File: src/rtl/ifu_pkg.sv
package ifu_pkg;
  typedef enum logic [1:0] {
    TS_IDLE       = 2'd0,
    TS_WAIT_RSP   = 2'd1,
    TS_WAIT_RETRY = 2'd2
  } thr_state_e;
endpackage

File: src/rtl/ifu_line_buf.sv
module ifu_line_buf #(
  parameter int NTHR   = 2,
  parameter int ADDR_W = 16,
  parameter int LINE_W = 128,
  parameter int TID_W  = 1
) (
  input  logic              clk,
  input  logic              rst,
  input  logic [TID_W-1:0]  rd_tid,
  input  logic [ADDR_W-1:0] rd_tag,
  output logic              hit,
  output logic [LINE_W-1:0] rd_line,
  input  logic              alloc,
  input  logic [TID_W-1:0]  alloc_tid,
  input  logic [ADDR_W-1:0] alloc_tag,
  input  logic              fill,
  input  logic [TID_W-1:0]  fill_tid,
  input  logic [LINE_W-1:0] fill_data
);
  logic [LINE_W-1:0] mem   [NTHR];
  logic [ADDR_W-1:0] tag_q [NTHR];
  logic              vld_q [NTHR];

  // data store: no reset so that it maps onto RAM
  always_ff @(posedge clk) begin
    if (fill) mem[fill_tid] <= fill_data;
  end

  always_ff @(posedge clk) begin
    if (rst) begin
      for (int t = 0; t < NTHR; t++) begin
        tag_q[t] <= '0;
        vld_q[t] <= 1'b0;
      end
    end else begin
      for (int t = 0; t < NTHR; t++) begin
        if (alloc && alloc_tid == TID_W'(t)) begin
          tag_q[t] <= alloc_tag;
          vld_q[t] <= 1'b0;
        end else if (fill && fill_tid == TID_W'(t)) begin
          vld_q[t] <= 1'b1;
        end
      end
    end
  end

  assign hit     = vld_q[rd_tid] && (tag_q[rd_tid] == rd_tag);
  assign rd_line = mem[rd_tid];
endmodule

File: src/rtl/ifu_retry_slot.sv
module ifu_retry_slot #(
  parameter int ADDR_W = 16,
  parameter int TID_W  = 1
) (
  input  logic              clk,
  input  logic              rst,
  input  logic              capture,
  input  logic [ADDR_W-1:0] cap_addr,
  input  logic [TID_W-1:0]  cap_tid,
  input  logic              retry,
  input  logic              resend_ok,
  input  logic              kill,
  output logic              blocked,
  output logic              slot_valid,
  output logic [ADDR_W-1:0] slot_addr,
  output logic [TID_W-1:0]  slot_tid
);
  always_ff @(posedge clk) begin
    if (rst) begin
      blocked    <= 1'b0;
      slot_valid <= 1'b0;
      slot_addr  <= '0;
      slot_tid   <= '0;
    end else if (capture) begin
      blocked    <= 1'b1;
      slot_valid <= 1'b1;
      slot_addr  <= cap_addr;
      slot_tid   <= cap_tid;
    end else begin
      if (kill) slot_valid <= 1'b0;
      if (blocked && retry && (!slot_valid || kill)) blocked <= 1'b0;
      if (resend_ok) begin
        slot_valid <= 1'b0;
        blocked    <= 1'b0;
      end
    end
  end
endmodule

File: src/rtl/ifu_extract.sv
module ifu_extract #(
  parameter int WORD_W  = 32,
  parameter int WPL     = 4,
  parameter int FETCH_W = 3,
  parameter int WIDX_W  = 2,
  parameter int CNT_W   = 2
) (
  input  logic [WORD_W*WPL-1:0]     line,
  input  logic [WIDX_W-1:0]         start,
  input  logic [WPL-1:0]            taken,
  output logic [FETCH_W*WORD_W-1:0] words,
  output logic [CNT_W-1:0]          count
);
  logic stop;
  int   idx;

  always_comb begin
    words = '0;
    count = '0;
    stop  = 1'b0;
    idx   = 0;
    for (int i = 0; i < FETCH_W; i++) begin
      idx = int'(start) + i;
      if (!stop && idx < WPL) begin
        words[i*WORD_W +: WORD_W] = line[idx*WORD_W +: WORD_W];
        count = count + CNT_W'(1);
        if (taken[idx]) stop = 1'b1;
      end
    end
  end
endmodule

File: src/rtl/iline_fetch_unit.sv
module iline_fetch_unit
  import ifu_pkg::*;
#(
  parameter int NTHR       = 2,
  parameter int ADDR_W     = 16,
  parameter int BLK_BYTES  = 16,
  parameter int WORD_BYTES = 4,
  parameter int FETCH_W    = 3,
  parameter int ID_W       = 2,
  localparam int TID_W  = (NTHR > 1) ? $clog2(NTHR) : 1,
  localparam int WORD_W = 8 * WORD_BYTES,
  localparam int WPL    = BLK_BYTES / WORD_BYTES,
  localparam int LINE_W = 8 * BLK_BYTES,
  localparam int CNT_W  = $clog2(FETCH_W + 1)
) (
  input  logic                      clk,
  input  logic                      rst,
  input  logic                      fetch_valid,
  input  logic [TID_W-1:0]          fetch_tid,
  input  logic [ADDR_W-1:0]         fetch_addr,
  input  logic [WPL-1:0]            fetch_taken,
  input  logic                      squash_valid,
  input  logic [TID_W-1:0]          squash_tid,
  output logic                      mem_req_valid,
  output logic [ADDR_W-1:0]         mem_req_addr,
  output logic [TID_W-1:0]          mem_req_tid,
  output logic [ID_W-1:0]           mem_req_id,
  input  logic                      mem_req_ready,
  input  logic                      mem_retry,
  input  logic                      mem_rsp_valid,
  input  logic [TID_W-1:0]          mem_rsp_tid,
  input  logic [ID_W-1:0]           mem_rsp_id,
  input  logic [LINE_W-1:0]         mem_rsp_data,
  output logic                      out_valid,
  output logic [TID_W-1:0]          out_tid,
  output logic [FETCH_W*WORD_W-1:0] out_words,
  output logic [CNT_W-1:0]          out_count
);
  localparam int OFF_W  = $clog2(BLK_BYTES);
  localparam int WB_W   = $clog2(WORD_BYTES);
  localparam int WIDX_W = (WPL > 1) ? $clog2(WPL) : 1;

  thr_state_e    thr_q [NTHR];
  logic [ID_W-1:0] id_q [NTHR];

  logic [ADDR_W-1:0] aligned;
  logic [WIDX_W-1:0] start_idx;
  logic              lb_hit;
  logic [LINE_W-1:0] lb_line;
  logic              blocked, slot_valid;
  logic [ADDR_W-1:0] slot_addr;
  logic [TID_W-1:0]  slot_tid;
  logic              fetch_ok, do_hit, new_req, slot_kill;
  logic              resend, resend_ok, rsp_ok;
  logic [FETCH_W*WORD_W-1:0] ex_words;
  logic [CNT_W-1:0]          ex_count;

  assign aligned   = fetch_addr & ~ADDR_W'(BLK_BYTES - 1);
  assign start_idx = WIDX_W'(fetch_addr[OFF_W-1:0] >> WB_W);

  always_comb begin
    fetch_ok  = fetch_valid && !(squash_valid && squash_tid == fetch_tid)
                && thr_q[fetch_tid] == TS_IDLE;
    do_hit    = fetch_ok && lb_hit;
    new_req   = fetch_ok && !lb_hit && !blocked;
    slot_kill = squash_valid && squash_tid == slot_tid;
    resend    = blocked && mem_retry && slot_valid && !slot_kill;
    resend_ok = resend && mem_req_ready;
    rsp_ok    = mem_rsp_valid && thr_q[mem_rsp_tid] == TS_WAIT_RSP
                && mem_rsp_id == id_q[mem_rsp_tid]
                && !(squash_valid && squash_tid == mem_rsp_tid);
  end

  assign mem_req_valid = new_req || resend;
  assign mem_req_addr  = resend ? slot_addr : aligned;
  assign mem_req_tid   = resend ? slot_tid : fetch_tid;
  assign mem_req_id    = resend ? id_q[slot_tid] : id_q[fetch_tid] + ID_W'(1);

  ifu_line_buf #(
    .NTHR(NTHR), .ADDR_W(ADDR_W), .LINE_W(LINE_W), .TID_W(TID_W)
  ) u_lbuf (
    .clk(clk), .rst(rst),
    .rd_tid(fetch_tid), .rd_tag(aligned), .hit(lb_hit), .rd_line(lb_line),
    .alloc(new_req), .alloc_tid(fetch_tid), .alloc_tag(aligned),
    .fill(rsp_ok), .fill_tid(mem_rsp_tid), .fill_data(mem_rsp_data)
  );

  ifu_retry_slot #(.ADDR_W(ADDR_W), .TID_W(TID_W)) u_slot (
    .clk(clk), .rst(rst),
    .capture(new_req && !mem_req_ready), .cap_addr(aligned), .cap_tid(fetch_tid),
    .retry(mem_retry), .resend_ok(resend_ok), .kill(slot_kill),
    .blocked(blocked), .slot_valid(slot_valid), .slot_addr(slot_addr),
    .slot_tid(slot_tid)
  );

  ifu_extract #(
    .WORD_W(WORD_W), .WPL(WPL), .FETCH_W(FETCH_W), .WIDX_W(WIDX_W), .CNT_W(CNT_W)
  ) u_ext (
    .line(lb_line), .start(start_idx), .taken(fetch_taken),
    .words(ex_words), .count(ex_count)
  );

  // per-thread request state and tags
  always_ff @(posedge clk) begin
    if (rst) begin
      for (int t = 0; t < NTHR; t++) begin
        thr_q[t] <= TS_IDLE;
        id_q[t]  <= '0;
      end
    end else begin
      for (int t = 0; t < NTHR; t++) begin
        if (new_req && fetch_tid == TID_W'(t)) id_q[t] <= id_q[t] + ID_W'(1);
        if (squash_valid && squash_tid == TID_W'(t))
          thr_q[t] <= TS_IDLE;
        else if (new_req && fetch_tid == TID_W'(t))
          thr_q[t] <= mem_req_ready ? TS_WAIT_RSP : TS_WAIT_RETRY;
        else if (resend_ok && slot_tid == TID_W'(t))
          thr_q[t] <= TS_WAIT_RSP;
        else if (rsp_ok && mem_rsp_tid == TID_W'(t))
          thr_q[t] <= TS_IDLE;
      end
    end
  end

  // registered output group
  always_ff @(posedge clk) begin
    if (rst) begin
      out_valid <= 1'b0;
      out_tid   <= '0;
      out_words <= '0;
      out_count <= '0;
    end else begin
      out_valid <= do_hit;
      if (do_hit) begin
        out_tid   <= fetch_tid;
        out_words <= ex_words;
        out_count <= ex_count;
      end
    end
  end
endmodule

File: config.mk
export PLATFORM = sky130hd
export DESIGN_NAME = iline_fetch_unit
export DESIGN_NICKNAME = d
export VERILOG_FILES = /design/src/rtl/ifu_pkg.sv /design/src/rtl/ifu_line_buf.sv /design/src/rtl/ifu_retry_slot.sv /design/src/rtl/ifu_extract.sv /design/src/rtl/iline_fetch_unit.sv
export SDC_FILE = /design/constraint.sdc
export NUM_CORES = 1
export LEC_CHECK = 0
export BUFFER_PORTS_ARGS = -buffer_cell sky130_fd_sc_hd__clkbuf_2
export CELL_PAD_IN_SITES_DETAIL_PLACEMENT = 1
export CELL_PAD_IN_SITES_GLOBAL_PLACEMENT = 1
export CORE_ASPECT_RATIO = 1.5
export CORE_MARGIN = 5
export CORE_UTILIZATION = 47
export CTS_CLUSTER_SIZE = 12
export DETAILED_ROUTE_END_ITERATION = 10
export PLACE_DENSITY = 0.85
export SKIP_CTS_REPAIR_TIMING = 1
export SYNTH_ARGS = -nofsm -noshare
export SYNTH_HDL_FRONTEND = slang
export SYNTH_SLANG_ARGS = --single-unit
File: constraint.sdc
create_clock -name clk -period 6.9 [get_ports clk]
set_input_delay 2.07 -clock clk [delete_from_list [all_inputs] [get_ports clk]]
set_output_delay 2.07 -clock clk [all_outputs]
set_load 0.01 [all_outputs]
Word-level counts from Yosys, hierarchy flattened:

Memory sizes are Yosys's and may differ from the RTL's. A register that Yosys moved wholly into a read port is not among the register bits.
Cells that the tools add are included.

* memories kept: 5
* output and inout port bits: 120
* input bits: 160
* bits in writable memories: 290
* flip-flop bits (word level): 115

Memory list
* u_lbuf.mem: depth 2, bits a word 128, rd ports 1, clocked after Yosys merged registers in 0, wr ports 1, line ifu_line_buf.sv:20 `logic [LINE_W-1:0] mem [NTHR];`
* u_lbuf.tag_q: depth 2, bits a word 12, rd ports 1, clocked after Yosys merged registers in 0, wr ports 2, line ifu_line_buf.sv:21 `logic [ADDR_W-1:0] tag_q [NTHR];`
* id_q: depth 2, bits a word 2, rd ports 5, clocked after Yosys merged registers in 1, wr ports 2, line iline_fetch_unit.sv:44 `logic [ID_W-1:0] id_q [NTHR];`
* thr_q: depth 2, bits a word 2, rd ports 2, clocked after Yosys merged registers in 0, wr ports 2, line iline_fetch_unit.sv:43 `thr_state_e thr_q [NTHR];`
* u_lbuf.vld_q: depth 2, bits a word 1, rd ports 1, clocked after Yosys merged registers in 0, wr ports 2, line ifu_line_buf.sv:22 `logic vld_q [NTHR];`

* shift-type cells: 3
* $add $sub $neg: 7
* bitwise logic cells: 20
* order comparisons: 5
* eq/ne operators: 6
* reductions and logical operators: 42
* muxes and demuxes: 93

Operators by type and width (count)
* 128-bit by 32-bit indexed part select with 32-bit output: 2
* 128-bit by 8-bit indexed part select with 32-bit output: 1
* 32-bit by 4-bit less-than comparator with 1-bit output (second input constant): 3
* 32-bit 2-to-1 mux: 3
* 1-bit 2-to-1 mux: 71
* 1-bit logical AND: 28
* 2-bit 2-to-1 mux: 14
* 12-bit 2-to-1 mux: 2
* 16-bit equality test: 1
* 16-bit 2-to-1 mux: 1
* 1-bit bitwise OR: 16
* 1-bit logical NOT: 9
* 2-bit by 1-bit adder with 2-bit output (second input constant): 4
* 2-bit by 3-bit less-than comparator with 1-bit output (second input constant): 2
* 3-bit nonzero test: 2
* 1-bit binary-select mux with 2-bit select: 2
* 1-bit NOT: 4
* 2-bit by 1-bit adder with 3-bit output (second input constant): 1
* 2-bit by 2-bit adder with 3-bit output (second input constant): 1
* 1-bit equality test: 3
* 1-bit by 1-bit adder with 2-bit output (second input constant): 1
* 2-bit by 1-bit equality test with 1-bit output (second input constant): 1
* 2-bit equality test: 1
* 2-bit logical NOT: 1
* 1-bit logical OR: 2

Logic depth before layout (Yosys ltp):

* word-level depth: 15
* gate-level depth with buffers: 11
* gate-level depth less buffers: 7

Modules after synthesis:

From an unflattened synthesis, not the netlist that was laid out.

* cells, all modules: 1409
* area, all modules: 19396.1 um^2

Modules (own cells, without submodules)
* ifu_line_buf: area an instance 10745.3 um^2, times used 1, cells an instance 504
* iline_fetch_unit: area an instance 5416.4 um^2, times used 1, cells an instance 526
* ifu_extract: area an instance 2527.4 um^2, times used 1, cells an instance 315
* ifu_retry_slot: area an instance 706.9 um^2, times used 1, cells an instance 64

Worst setup path before layout:

Ideal clock, no wire load.

* path type: input -> register
* start point: in mem_rsp_tid
* end point: mem u_lbuf.mem[0][0], enable pin
* path buffers: 0
* arrival: 5392 ps
* required time: 6420 ps
* stages: 5
* setup time: 480 ps
* slack: 1028 ps
* cells stage by stage: mux2i_1 > xor2_1 > nand4_1 > or3_1 > inv_1

* longest elaborated chain between the ends: 7

Ends and longest elaborated chain
* start, declared: line iline_fetch_unit.sv:31 `input logic [TID_W-1:0] mem_rsp_tid,`
* memory 2 x 2 bit
* 2-bit by 1-bit equality test with 1-bit output: line iline_fetch_unit.sv:69 `rsp_ok = mem_rsp_valid && thr_q[mem_rsp_tid] == TS_WAIT_RSP`
* 1-bit logical AND: line iline_fetch_unit.sv:69
* 1-bit logical AND: line iline_fetch_unit.sv:70 `&& mem_rsp_id == id_q[mem_rsp_tid]`
* 1-bit logical AND: line iline_fetch_unit.sv:71 `&& !(squash_valid && squash_tid == mem_rsp_tid);`
* 1-bit 2-to-1 mux: line ifu_line_buf.sv:26 `if (fill) mem[fill_tid] <= fill_data;`
* 1-bit 2-to-1 mux (implied by the code): line ifu_line_buf.sv:26
* end, declared: line ifu_line_buf.sv:20

Several ways; a longest one is shown, not always the timed one.

Worst setup path in the final report:

* start point: in fetch_tid
* end point: out mem_req_valid

* longest elaborated chain between the ends: 8

Ends and longest elaborated chain
* start, declared: line iline_fetch_unit.sv:19 `input logic [TID_W-1:0] fetch_tid,`
* parallel branches: the longest is 5 deep, another holds memory 2 x 12 bit
* 1-bit logical AND (*) (2 in a row): line iline_fetch_unit.sv:65 `new_req = fetch_ok && !lb_hit && !blocked;`
* 1-bit logical OR (*): line iline_fetch_unit.sv:74 `assign mem_req_valid = new_req || resend;`
* end, declared: line iline_fetch_unit.sv:24 `output logic mem_req_valid,`

Every way passes the cells marked *.

==> out/results.ini <==
[die]
die_area_um2 = 40380
die_w_um = 165.7
dieHeight_um = 243.6
start_util_pct = 47.57
coreArea_um2 = 35950
rows = 85
io_pins = 280

[setup_path]
r2r_cells = 6
cp-start-kind = primary input
worst_setup_path_end_kind = output port
r2r_slack_ns = 3.84
critPathCapture = mem_req_valid
crit_fanout = 53
r2r_start = id_q[1][0]
startpoint = fetch_tid
crit_type = in -> out
r2r_end = u_lbuf.mem[0][107]
arrival_ns = 4.04
cp.required_ns = 4.83

[sta]
setup_ws_ns = 0.7874
fmax_ghz = 0.1636
fin_crit_ns = 6.113
maxSlewViolCount = 0
worst_slew_pin_slew_ns = 1.243
finalSetupTns_ns = 0
finClkSkew_ns = 0.01118
setup_viol = 0
fin_crit_sh_pct = 88.59
maxSlewHeadroom_pct = 16.48
rsz0062_at_grt = false
hold_viol_final = 0

[yosys]
syn-cell-area_um2 = 17100
synthFlopType = edfxtp_1
synth-seq-area-share_pct = 64.44
synth_cell_type_count = 41
yosysTopAreaCellShare_pct = 50.75
syn_inst = 1169
syn-mean-instance-area_um2 = 14.63
synth-seq-cells = 406
ys_warn_count = 0
synth_edf_count = 289
yosys-top-cells-count = 289 x edfxtp_1, 117 x dfxtp_1, 97 x mux4_2, 86 x nand3_1, 83 x a21oi_1
synth.most_common_cell = edfxtp_1
synth_top_area_cell = edfxtp_1
synth_area_leaders = edfxtp_1 51%, dfxtp_1 14%, mux4_2 13%, mux2i_1 4.8%, nand3_1 2.5%
synthArstFlopShare_pct = 0

[placement]
io_buffers = 273
place_ws_ns = 0.7974
dpl.hpwl_um = 30760
place_congestion = 0.8221

[route]
vias = 11210
routed_wl_um = 48100
viasPerCell = 5.797
drt_iter0_drc = 681
post_drt_wl_per_cell_um = 24.87
detail-route-antenna-nets = 0
drtPass1Iterations = 5
drc_errors = 0

[grt]
grt_max_degree = 133
grt_pass1_wl_um = 72900
antenna_found_initial = 14
grt-ovfl-total = 0
grt_pass1_vias = 12410
track_usage_pct = 23.04

[power]
vdd_ir_drop_max_uv = 210.7
leakagePower_nw = 7.244
p_per_area_nw_per_um2 = 251.8

[clock_tree]
clock_sinks = 406
h-tree-depth = 2
clk_pin_slew_worst_paths_ns = 0.06
cts-buffers-inserted = 41
cts_tree = yes
clock_path_buffers = 3
clock_latency_ns = 0.53
root_buffer = clkbuf_16

[cells_and_area]
area_growth_pct = 17.35
fillers = 3576
nets = 1576
drive_gt1_share_pct = 31.37
fin_util_pct = 55.83

[job]
cap_viol_max_count = 0

[min_path]
min_path_type = reg -> reg

[outcome]
status = finished clean

layer usage:
metal	up-vias	share of wire [%]	GRT usage (%)
met1	5732	37	26.33
met3	95	5.3	4.443
li1	4984	-	-
met5	-	0.044	0
met2	397	54	42.23
met4	4	3.6	9.468
power by group:
part	leakage (nW)	internal, mW	switching [mW]	total (mW)
Sequential	3.59	2.64	0.0123	2.65
Combinational	3.08	0.146	0.196	0.342
Clock	0.574	1.17	0.888	2.06
cells in the final DEF, fill, tap and decap left out, types with 2 or more instances in the layout:
master,n
a211oi_1,34
a21boi_0,2
a21oi_1,83
and2_1,12
and3_1,2
buf_12,2
buf_4,16
clkbuf_1,27
clkbuf_16,41
clkbuf_2,269
clkbuf_8,2
conb_1,4
dfxtp_1,117
diode_2,12
edfxtp_1,289
ha_1,2
inv_1,40
inv_6,2
mux2_2,13
mux2i_1,82
mux4_2,97
nand2_1,75
nand2b_1,4
nand3_1,86
nand4_1,3
nor2_1,44
nor2_4,2
nor3_1,4
nor4_2,2
o21ai_0,18
o22ai_1,32
or3_1,2
xnor2_1,16
xor2_1,3
critical path: stages:
cell and delay, ns:
buf_8 0.40, mux2i_1 0.28, xnor2_1 0.11, a2111oi_2 0.65, nand3_1 0.21, nand2_1 0.12
nand2b_1 0.05, clkbuf_2 0.13
cells by family (layout without fill, tap and decap cells):
family	count (synthesis)	count (layout)	share of synthesized area, %
flip-flops	406	406	64.44
AND/OR/NAND/NOR	243	243	6.585
multiplexers	192	192	18.43
AO/OA/AOI/OAI	175	175	6.029
buffers and inverters	131	403	3.373
XOR/XNOR	19	19	0.9731
adder cells (fa/ha/maj)	2	2	0.1463
other	1	16	0.02193
registers in the layout (all words and copies together), names as in the netlist, named ones only:
register	count
thr_q	4
id_q	4
u_slot.blocked	1
u_slot.slot_tid	1
u_lbuf.tag_q	24
u_lbuf.vld_q	2
out_count	2
u_lbuf.mem	256
out_tid	1
u_slot.slot_addr	12
u_slot.slot_valid	1
out_valid	1
out_words	96
final cells by class:
type                            instances  area [µm²]  area share [%]
Inverter                               42       165.2          0.8229
Sequential cell                       406       11020           54.91
Multi-Input combinational cell        635        5535           27.58
Timing Repair Buffer                  288        1521           7.581
Clock buffer                           70        1155           5.754
Clock inverter                          3       43.79          0.2182
Tap cell                              478       598.1           2.980
Antenna cell                           12       30.03          0.1496
worst min-delay path by stage:
| stage | from | to | cells after the start |
|---|---|---|---|
| global placement | out_words[33] | out_words[33] | 2 |
| floorplan | u_lbuf.vld_q[1] | u_lbuf.vld_q[1] | 2 |
| CTS | out_words[32] | out_words[32] | 2 |
| detailed placement | out_words[58] | out_words[58] | 2 |
| finish | out_words[32] | out_words[32] | 2 |
| global route | out_words[33] | out_words[33] | 2 |
per-stage QoR:
step                      instance area, µm²  hold slack [ns]  power [mW]  instances
after floorplan                        17110           0.4357       2.912       1172
after global placement                 18840           0.4390       3.025       1849
after detailed placement               18840           0.4486       3.045       1849
after CTS                              20040           0.4575       5.100       1922
after global routing                   20070           0.4757       5.231       1934
final                                  20070           0.4516       5.053       1934
Note: power is estimated with default switching activity, not from simulation.
